[config.mk]
export PLATFORM = sky130hd
export DESIGN_NAME = usbdev_evt_regs
export DESIGN_NICKNAME = d
export VERILOG_FILES = /design/src/rtl/usbdev_evt_pkg.sv /design/src/rtl/usbdev_w1c_bank.sv /design/src/rtl/usbdev_pwr_track.sv /design/src/rtl/usbdev_cfg_regs.sv /design/src/rtl/usbdev_evt_regs.sv
export SDC_FILE = /design/constraint.sdc
export NUM_CORES = 1
export LEC_CHECK = 0
export CORE_ASPECT_RATIO = 2
export CORE_MARGIN = 2
export CORE_UTILIZATION = 30
export CTS_CLUSTER_DIAMETER = 100
export CTS_CLUSTER_SIZE = 14
export DETAILED_ROUTE_END_ITERATION = 7
export GPL_TIMING_DRIVEN = 0
export REMOVE_ABC_BUFFERS = 1
export SLEW_MARGIN = 30
export SYNTH_ARGS = -nofsm -noshare
export SYNTH_HDL_FRONTEND = slang
export SYNTH_SLANG_ARGS = --single-unit
export TNS_END_PERCENT = 20
[constraint.sdc]
create_clock -name clk -period 1.3 [get_ports clk]
set_input_delay 0.13 -clock clk [delete_from_list [all_inputs] [get_ports clk]]
set_output_delay 0.13 -clock clk [all_outputs]
set_load 0.03 [all_outputs]
[src/rtl/usbdev_evt_pkg.sv]
package usbdev_evt_pkg;
   // flag positions at the event register
   localparam int unsigned FLG_EP0RX   = 0;
   localparam int unsigned FLG_EP0TX   = 1;
   localparam int unsigned FLG_SUSP    = 2;
   localparam int unsigned FLG_RESUME  = 3;
   localparam int unsigned FLG_WAKE    = 4;
   localparam int unsigned FLG_N       = 5;
   // auxiliary register positions
   localparam int unsigned AUX_CTL     = 0;
   localparam int unsigned AUX_WAKEVT  = 1;
   localparam int unsigned AUX_N       = 2;
   // register indices
   localparam int unsigned REG_FLAGS   = 0;
   localparam int unsigned REG_AUX     = 1;
   localparam int unsigned REG_DEVADR  = 2;
   localparam int unsigned REG_CTRL    = 3;
   localparam int unsigned CTRL_SE0    = 0;

   typedef struct packed {
      logic wake_req;
      logic kstate;
      logic suspend;
      logic ep0_tx;
      logic ep0_rx;
   } evt_pulse_t;
endpackage

[src/rtl/usbdev_w1c_bank.sv]
module usbdev_w1c_bank #(
   parameter int unsigned N        = 5,
   parameter bit          SET_WINS = 1'b1
) (
   input  logic         clk,
   input  logic         rst_n,
   input  logic [N-1:0] set_i,
   input  logic [N-1:0] clr_i,
   output logic [N-1:0] q_o
);
   logic [N-1:0] q_r;

   for (genvar i = 0; i < N; i++) begin : g_bit
      logic nxt;
      if (SET_WINS) begin : g_set_pri
         assign nxt = set_i[i] | (q_r[i] & ~clr_i[i]);
      end else begin : g_clr_pri
         assign nxt = (set_i[i] | q_r[i]) & ~clr_i[i];
      end
      always_ff @(posedge clk or negedge rst_n) begin
         if (!rst_n) q_r[i] <= 1'b0;
         else        q_r[i] <= nxt;
      end
   end

   assign q_o = q_r;
endmodule

[src/rtl/usbdev_pwr_track.sv]
module usbdev_pwr_track (
   input  logic clk,
   input  logic rst_n,
   input  logic suspend_i,
   input  logic kstate_i,
   input  logic wake_req_i,
   output logic resume_o,
   output logic wake_o
);
   logic asleep_q;

   assign resume_o = kstate_i   & asleep_q;
   assign wake_o   = wake_req_i & asleep_q;

   always_ff @(posedge clk or negedge rst_n) begin
      if (!rst_n)                   asleep_q <= 1'b0;
      else if (suspend_i)           asleep_q <= 1'b1;
      else if (resume_o || wake_o)  asleep_q <= 1'b0;
   end
endmodule

[src/rtl/usbdev_cfg_regs.sv]
module usbdev_cfg_regs #(
   parameter int unsigned AW = 7
) (
   input  logic          clk,
   input  logic          rst_n,
   input  logic          wr_addr_i,
   input  logic          wr_ctrl_i,
   input  logic [AW-1:0] addr_d_i,
   input  logic          se0_d_i,
   output logic [AW-1:0] dev_addr_o,
   output logic          se0_o
);
   always_ff @(posedge clk or negedge rst_n) begin
      if (!rst_n) begin
         dev_addr_o <= '0;
         se0_o      <= 1'b0;
      end else begin
         if (wr_addr_i) dev_addr_o <= addr_d_i;
         if (wr_ctrl_i) se0_o      <= se0_d_i;
      end
   end
endmodule

[src/rtl/usbdev_evt_regs.sv]
module usbdev_evt_regs
   import usbdev_evt_pkg::*;
#(
   parameter int unsigned ADDR_W     = 4,
   parameter int unsigned DATA_W     = 8,
   parameter int unsigned DEV_ADDR_W = 7,
   parameter bit          SET_WINS   = 1'b1
) (
   input  logic                  clk,
   input  logic                  rst_n,
   input  logic                  reg_wr,
   input  logic [ADDR_W-1:0]     reg_addr,
   input  logic [DATA_W-1:0]     reg_wdata,
   output logic [DATA_W-1:0]     reg_rdata,
   input  logic                  evt_ep0_rx,
   input  logic                  evt_ep0_tx,
   input  logic                  evt_suspend,
   input  logic                  evt_kstate,
   input  logic                  evt_wake_req,
   input  logic                  mode_epp,
   output logic                  irq_main,
   output logic                  irq_dma,
   output logic                  wake_evt,
   output logic                  int_n,
   output logic [DEV_ADDR_W-1:0] dev_addr,
   output logic                  phy_se0
);
   localparam int unsigned CMD_BIT = DATA_W - 1;

   initial begin
      if (DATA_W < 8)               $error("DATA_W must be at least 8");
      if (DEV_ADDR_W > DATA_W - 1)  $error("DEV_ADDR_W must fit below the top data bit");
      if (ADDR_W < 2)               $error("ADDR_W must reach four registers");
   end

   evt_pulse_t ev;
   assign ev = '{wake_req: evt_wake_req, kstate: evt_kstate, suspend: evt_suspend,
                 ep0_tx: evt_ep0_tx, ep0_rx: evt_ep0_rx};

   // write decode
   logic wr_flags, wr_aux, wr_devadr, wr_ctrl, redirect;
   assign wr_flags  = reg_wr && (reg_addr == ADDR_W'(REG_FLAGS));
   assign wr_aux    = reg_wr && (reg_addr == ADDR_W'(REG_AUX));
   assign wr_devadr = reg_wr && (reg_addr == ADDR_W'(REG_DEVADR));
   assign wr_ctrl   = reg_wr && (reg_addr == ADDR_W'(REG_CTRL));
   assign redirect  = wr_flags && reg_wdata[CMD_BIT] && reg_wdata[FLG_EP0RX];

   // suspend tracking
   logic resume_hit, wake_hit;
   usbdev_pwr_track u_pwr (
      .clk        (clk),
      .rst_n      (rst_n),
      .suspend_i  (ev.suspend),
      .kstate_i   (ev.kstate),
      .wake_req_i (ev.wake_req),
      .resume_o   (resume_hit),
      .wake_o     (wake_hit)
   );

   // main event flags
   logic [FLG_N-1:0] flg_set, flg_clr, flags_q;
   always_comb begin
      flg_set             = '0;
      flg_set[FLG_EP0RX]  = ev.ep0_rx;
      flg_set[FLG_EP0TX]  = ev.ep0_tx;
      flg_set[FLG_SUSP]   = ev.suspend;
      flg_set[FLG_RESUME] = resume_hit;
      flg_set[FLG_WAKE]   = wake_hit;
      flg_clr             = wr_flags ? reg_wdata[FLG_N-1:0] : '0;
   end

   usbdev_w1c_bank #(.N(FLG_N), .SET_WINS(SET_WINS)) u_flags (
      .clk   (clk),
      .rst_n (rst_n),
      .set_i (flg_set),
      .clr_i (flg_clr),
      .q_o   (flags_q)
   );

   // auxiliary flags: redirect and DMA-side wake event
   logic [AUX_N-1:0] aux_set, aux_clr, aux_q;
   always_comb begin
      aux_set             = '0;
      aux_set[AUX_CTL]    = redirect;
      aux_set[AUX_WAKEVT] = wake_hit & ~mode_epp;
      aux_clr             = wr_aux ? reg_wdata[AUX_N-1:0] : '0;
   end

   usbdev_w1c_bank #(.N(AUX_N), .SET_WINS(SET_WINS)) u_aux (
      .clk   (clk),
      .rst_n (rst_n),
      .set_i (aux_set),
      .clr_i (aux_clr),
      .q_o   (aux_q)
   );

   // address and soft disconnect
   usbdev_cfg_regs #(.AW(DEV_ADDR_W)) u_cfg (
      .clk        (clk),
      .rst_n      (rst_n),
      .wr_addr_i  (wr_devadr),
      .wr_ctrl_i  (wr_ctrl),
      .addr_d_i   (reg_wdata[DEV_ADDR_W-1:0]),
      .se0_d_i    (reg_wdata[CTRL_SE0]),
      .dev_addr_o (dev_addr),
      .se0_o      (phy_se0)
   );

   assign irq_main = |flags_q;
   assign irq_dma  = aux_q[AUX_CTL];
   assign wake_evt = aux_q[AUX_WAKEVT];
   assign int_n    = ~(mode_epp & flags_q[FLG_WAKE]);

   always_comb begin
      reg_rdata = '0;
      case (reg_addr)
         ADDR_W'(REG_FLAGS):  reg_rdata = DATA_W'(flags_q);
         ADDR_W'(REG_AUX):    reg_rdata = DATA_W'(aux_q);
         ADDR_W'(REG_DEVADR): reg_rdata = DATA_W'(dev_addr);
         ADDR_W'(REG_CTRL):   reg_rdata = DATA_W'(phy_se0);
         default:             reg_rdata = '0;
      endcase
   end
endmodule

# Yosys cells after proc, flatten, opt, wreduce, memory -nomap -nowiden
# Cells that the tools add are included.
totals:
  out_inout_bits: 20
  elab_cells: 55
  inputBits: 21
  register_bits: 16
op_classes:
  n_mux: 5
  bitwise: 27
  reduce_logical: 10
  n_eq_ne: 3
ops:
  columns: ["operator", "count"]
  rows:
  - ["$pmux 7 s4", 1]
  - ["$and 1x1->1", 11]
  - ["$not 1->1", 9]
  - ["$eq 4x2->1 const B", 2]
  - ["$or 1x1->1", 7]
  - ["$logic_and 1x1->1", 6]
  - ["$mux 5", 1]
  - ["$reduce_or 5->1", 1]
  - ["$eq 4x1->1 const B", 1]
  - ["$logic_not 4->1", 1]
  - ["$mux 1", 2]
  - ["$mux 2", 1]
  - ["$reduce_bool 2->1", 1]
  - ["$logic_or 1x1->1", 1]

# Longest topological paths before layout
depth:
  ltp_word: 6
  mapped_depth: 4
  depth_no_buf: 3

# Modules after synthesis
# From an unflattened synthesis, not the netlist that was laid out.
hier_totals:
  hier_cells: 81
  area_unflattened_um2: 885.8
by_module_without_submodules:
  columns: ["mod", "cells_each", "area_each_um2", "seq_area_each_um2", "instances"]
  rows:
  - ["usbdev_cfg_regs", 17, 327.8, 200.2, 1]
  - ["usbdev_evt_regs", 38, 254.0, 0.0, 1]
  - ["usbdev_w1c_bank (u_flags)", 15, 181.4, 125.1, 1]
  - ["usbdev_w1c_bank (u_aux)", 6, 72.6, 50.0, 1]
  - ["usbdev_pwr_track", 5, 50.0, 25.0, 1]

# Worst setup path before layout
# No wires, ideal clock.
synth_path:
  path_type: "register -> output"
  startpoint: "reg u_aux.q_r[1], in the netlist u_aux.q_o[1]"
  endpoint: "out reg_rdata[1]"
  required_ps: 1170
  arrival_time_ps: 1591
  path_stages_with_launch: 4
  n_path_buf: 0
  path_slack_ps: -421
  cell_sequence: "dfrtp_1 > mux2i_1 > or2_2 > a21boi_0"
synth_via:
  elab_chain_cells: 1
synth_rtl:
  columns: ["element", "line", "rtl"]
  rows:
  - ["start, declared", "usbdev_w1c_bank.sv:11", "logic [N-1:0] q_r;"]
  - ["start signal, assigned by index", "usbdev_w1c_bank.sv:22", "else q_r[i] <= nxt;"]
  - ["$pmux 7 s4", "usbdev_evt_regs.sv:116", "case (reg_addr)"]
  - ["end, declared", "usbdev_evt_regs.sv:14", "output logic [DATA_W-1:0] reg_rdata,"]
# Every way passes these cells.

# Final worst setup path
layout_path:
  startpoint: "reg u_flags.q_r[0], in the netlist u_flags.q_o[0]"
  endpoint: "out reg_rdata[0]"
layout_via:
  elab_chain_cells: 1
layout_rtl:
  columns: ["element", "line"]
  rows:
  - ["start, declared", "usbdev_w1c_bank.sv:11"]
  - ["start signal, assigned by index", "usbdev_w1c_bank.sv:22"]
  - ["$pmux 7 s4", "usbdev_evt_regs.sv:116"]
# Every way passes these cells.

==> out/metrics.yaml <==
synth:
  synth_edf_count: 0
  yosysWarnings: 0
  yosysTopAreaCell: "dfrtp_1"
  synth_cell_types: 28
  yosysSeqAreaShare: 0.481
  synth_area_um2: 832
  avgSynthCellArea_um2: 11.1
  async_flop_share: 1.00
  synth_ff_type: "dfrtp_1"
  synthCells: 75
  synth-seq-cells: 16
  synth_area_leaders: "dfrtp_1 48%, mux2_2 11%, mux2i_1 4.8%"
  synth_top_area_share: 0.481
clock_network:
  postCtsHoldBufs: 0
  cts_root_buf: "clkbuf_8"
  clockBufferDepth: 2
  cts.htree.levels: 1
  clk_pin_slew_worst_paths_ns: 0.06
  clk_latency_ns: 0.25
  cts_sinks: 16
  cts_tree: "yes"
  cts_inserted_buffers: 3
drt:
  via_per_inst: 5.04
  vias: 736
  ant_nets: 0
  drc: 0
  wl_per_cell_um: 14.4
  initialDrtViolationCount: 14
  wl_um: 2100
  dr.pass1.iters: 4
place:
  placed_cells: 140
  io_buffers: 39
  dpl.hpwl_um: 1640
  place_ws_ns: -1.00
  place.gp.congestion: 0.692
finish:
  fill_cells: 293
  multi_input_area_um2: 420
  fin_nets: 139
  drive_gt1_frac: 0.282
  area_delta_synth_final_pct: 57.3
  n_antenna_cell: 0
  final_util: 0.484
  final_common_cell: "dfrtp_1"
  mostFrequentLayoutCells: "16 x dfrtp_1, 15 x clkdlybuf4s50_1, 12 x dlygate4sd2_1, 8 x nor2_1, 8 x mux2_2"
  fin_cells: 146
  regArea_um2: 400
worst_setup_path:
  path_delay_family: "multiplexers"
  crit-reg2reg-launch: "u_flags.q_o[3]$_DFF_PN0_"
  cpMaxStageDelayCell: "mux4_2"
  path_cells: "mux4_2 > and2_4 > buf_6"
  crit_path_start_kind: "register"
  cp_max_fo: 3
  critPathKind: "reg2out"
  cp-end-kind: "primary output"
  r2r_slack_ns: 0.46
  ff2ff_path_depth: 3
  arrival_ns: 1.41
  crit_required_ns: 1.17
  path_buf_inv: 1
  cpPeakStageDelay_ns: 0.45
  timing.rr.end: "u_flags.q_o[3]$_DFF_PN0_"
sta:
  worst_pin_slew_ns: 0.711
  final_hold_viol_count: 0
  grt_setup_unrepaired: "yes"
  fin_ws_ns: -0.236
  final-setup-viol-count: 4
  fin_skew_ns: 0.00439
  finalMaxSlewViolations: 0
  fin_crit_sh: 1.18
  max-slew-margin-rel: 0.525
  min_period_ns: 1.54
  max_freq_mhz: 651
  hold_ws_ns: 0.288
grt:
  grt_max_degree: 17
  antenna_found_initial: 0
  grt_pass1_wl_um: 3310
  grt_pass1_vias: 727
  grt_util_all_layers: 0.148
  grt.overflow.total: 0
power:
  pwr_density_cell_mw_per_mm2: 1190
  p_leak_uw: 0.000598
  irDropWorstVdd_uv: 812
  finalPower_uw: 1550
outcome:
  violations: "negative setup slack"
  outcome: "complete, but fails checks"
flow_run:
  maxCapViolCount: 0
floorplan:
  dieWidth_um: 41.2
  fp.dieArea_mm2: 0.00324
  rows: 27
  core_area_mm2: 0.00270
  start_util: 0.308
  num_io_pins: 41
  die_h_um: 78.5
worst_hold_path:
  hold_start: "reg_wr"
  whs_path_depth: 3
  min_to: "u_cfg.se0_o$_DFFE_PN0P_"
  hp-class: "in2reg"
[through the flow]
| stage | area, um2 | setup TNS [ns] |
|---|---|---|
| floorplan | 812 | -0.472 |
| detailed placement | 1240 | -12.47 |
| global route | 1310 | -0.762 |
| finish | 1310 | -0.464 |
| global placement | 1240 | -12.40 |
| CTS | 1310 | -0.545 |
[worst max-delay path by stage]
stage | to | depth (start not counted) | slack (ns) | startpoint
after global routing | reg_rdata[0] | 3 | -0.28 | u_flags.q_o[0]$_DFF_PN0_
after floorplan | reg_rdata[1] | 3 | -0.42 | u_aux.q_o[1]$_DFF_PN0_
after CTS | reg_rdata[0] | 3 | -0.25 | u_flags.q_o[0]$_DFF_PN0_
after global placement | reg_rdata[4] | 4 | -1.01 | reg_addr[0]
after detailed placement | reg_rdata[4] | 4 | -1.00 | reg_addr[0]
final | reg_rdata[0] | 3 | -0.24 | u_flags.q_o[0]$_DFF_PN0_
[sequential cells by signal, indices dropped and copies added (netlist names)]
| signal | count |
|---|---|
| u_aux.q_o | 2 |
| u_cfg.dev_addr_o | 7 |
| u_cfg.se0_o | 1 |
| u_flags.q_o | 5 |
| u_pwr.asleep_q | 1 |
[cells by family after synthesis]
kind of cell / after synthesis / share of synthesized area
AOI/OAI and AO/OA: 10 / 0.0842
buffers and inverters: 7 / 0.0421
DFF: 16 / 0.481
muxes: 13 / 0.183
other: 1 / 0.00451
and+or+nand+nor: 28 / 0.205
[synth_stat cells, types with 2 or more instances]
cell	n
a31oi_1	4
and3_1	2
buf_4	2
nor2_1	8
mux2i_1	4
nand2_1	6
mux2_2	8
nor3b_4	2
nand4b_1	2
dfrtp_1	16
inv_1	4
[metal layers]
metal	up-vias	wire length (um)	track usage
met5	-	0	0
met4	0	22	0.0677
met3	2	123	0.0198
met2	26	1160	0.250
met1	360	789	0.168
li1	348	-	-
[worst register-to-register path: stages, from the launching register on]
cell       delay (ns)
dfrtp_1          0.38
inv_1            0.08
a2bb2oi_1        0.15
o21ai_0          0.10
[cell type report]
type,instances,share of cell area
multi-input cells,52,0.321
flip-flops and latches,16,0.306
repair buffers,41,0.292
clock buffers,4,0.0421
well taps,29,0.0277
inverters,4,0.0115
[report_power, final]
group	internal, uW	switching [uW]
clock	269	169
combinational	220	276
sequential	570	51.9
total	1060	496
[repair_timing]
item / CTS / global route
buffers inserted: 2 / 0
setup endpoints to repair: 32 / 15
pin swaps: 1 / 3
resized for setup: 66 / 8
hold endpoints to repair: 0 / 0
Note: power is estimated with default switching activity, not from simulation.
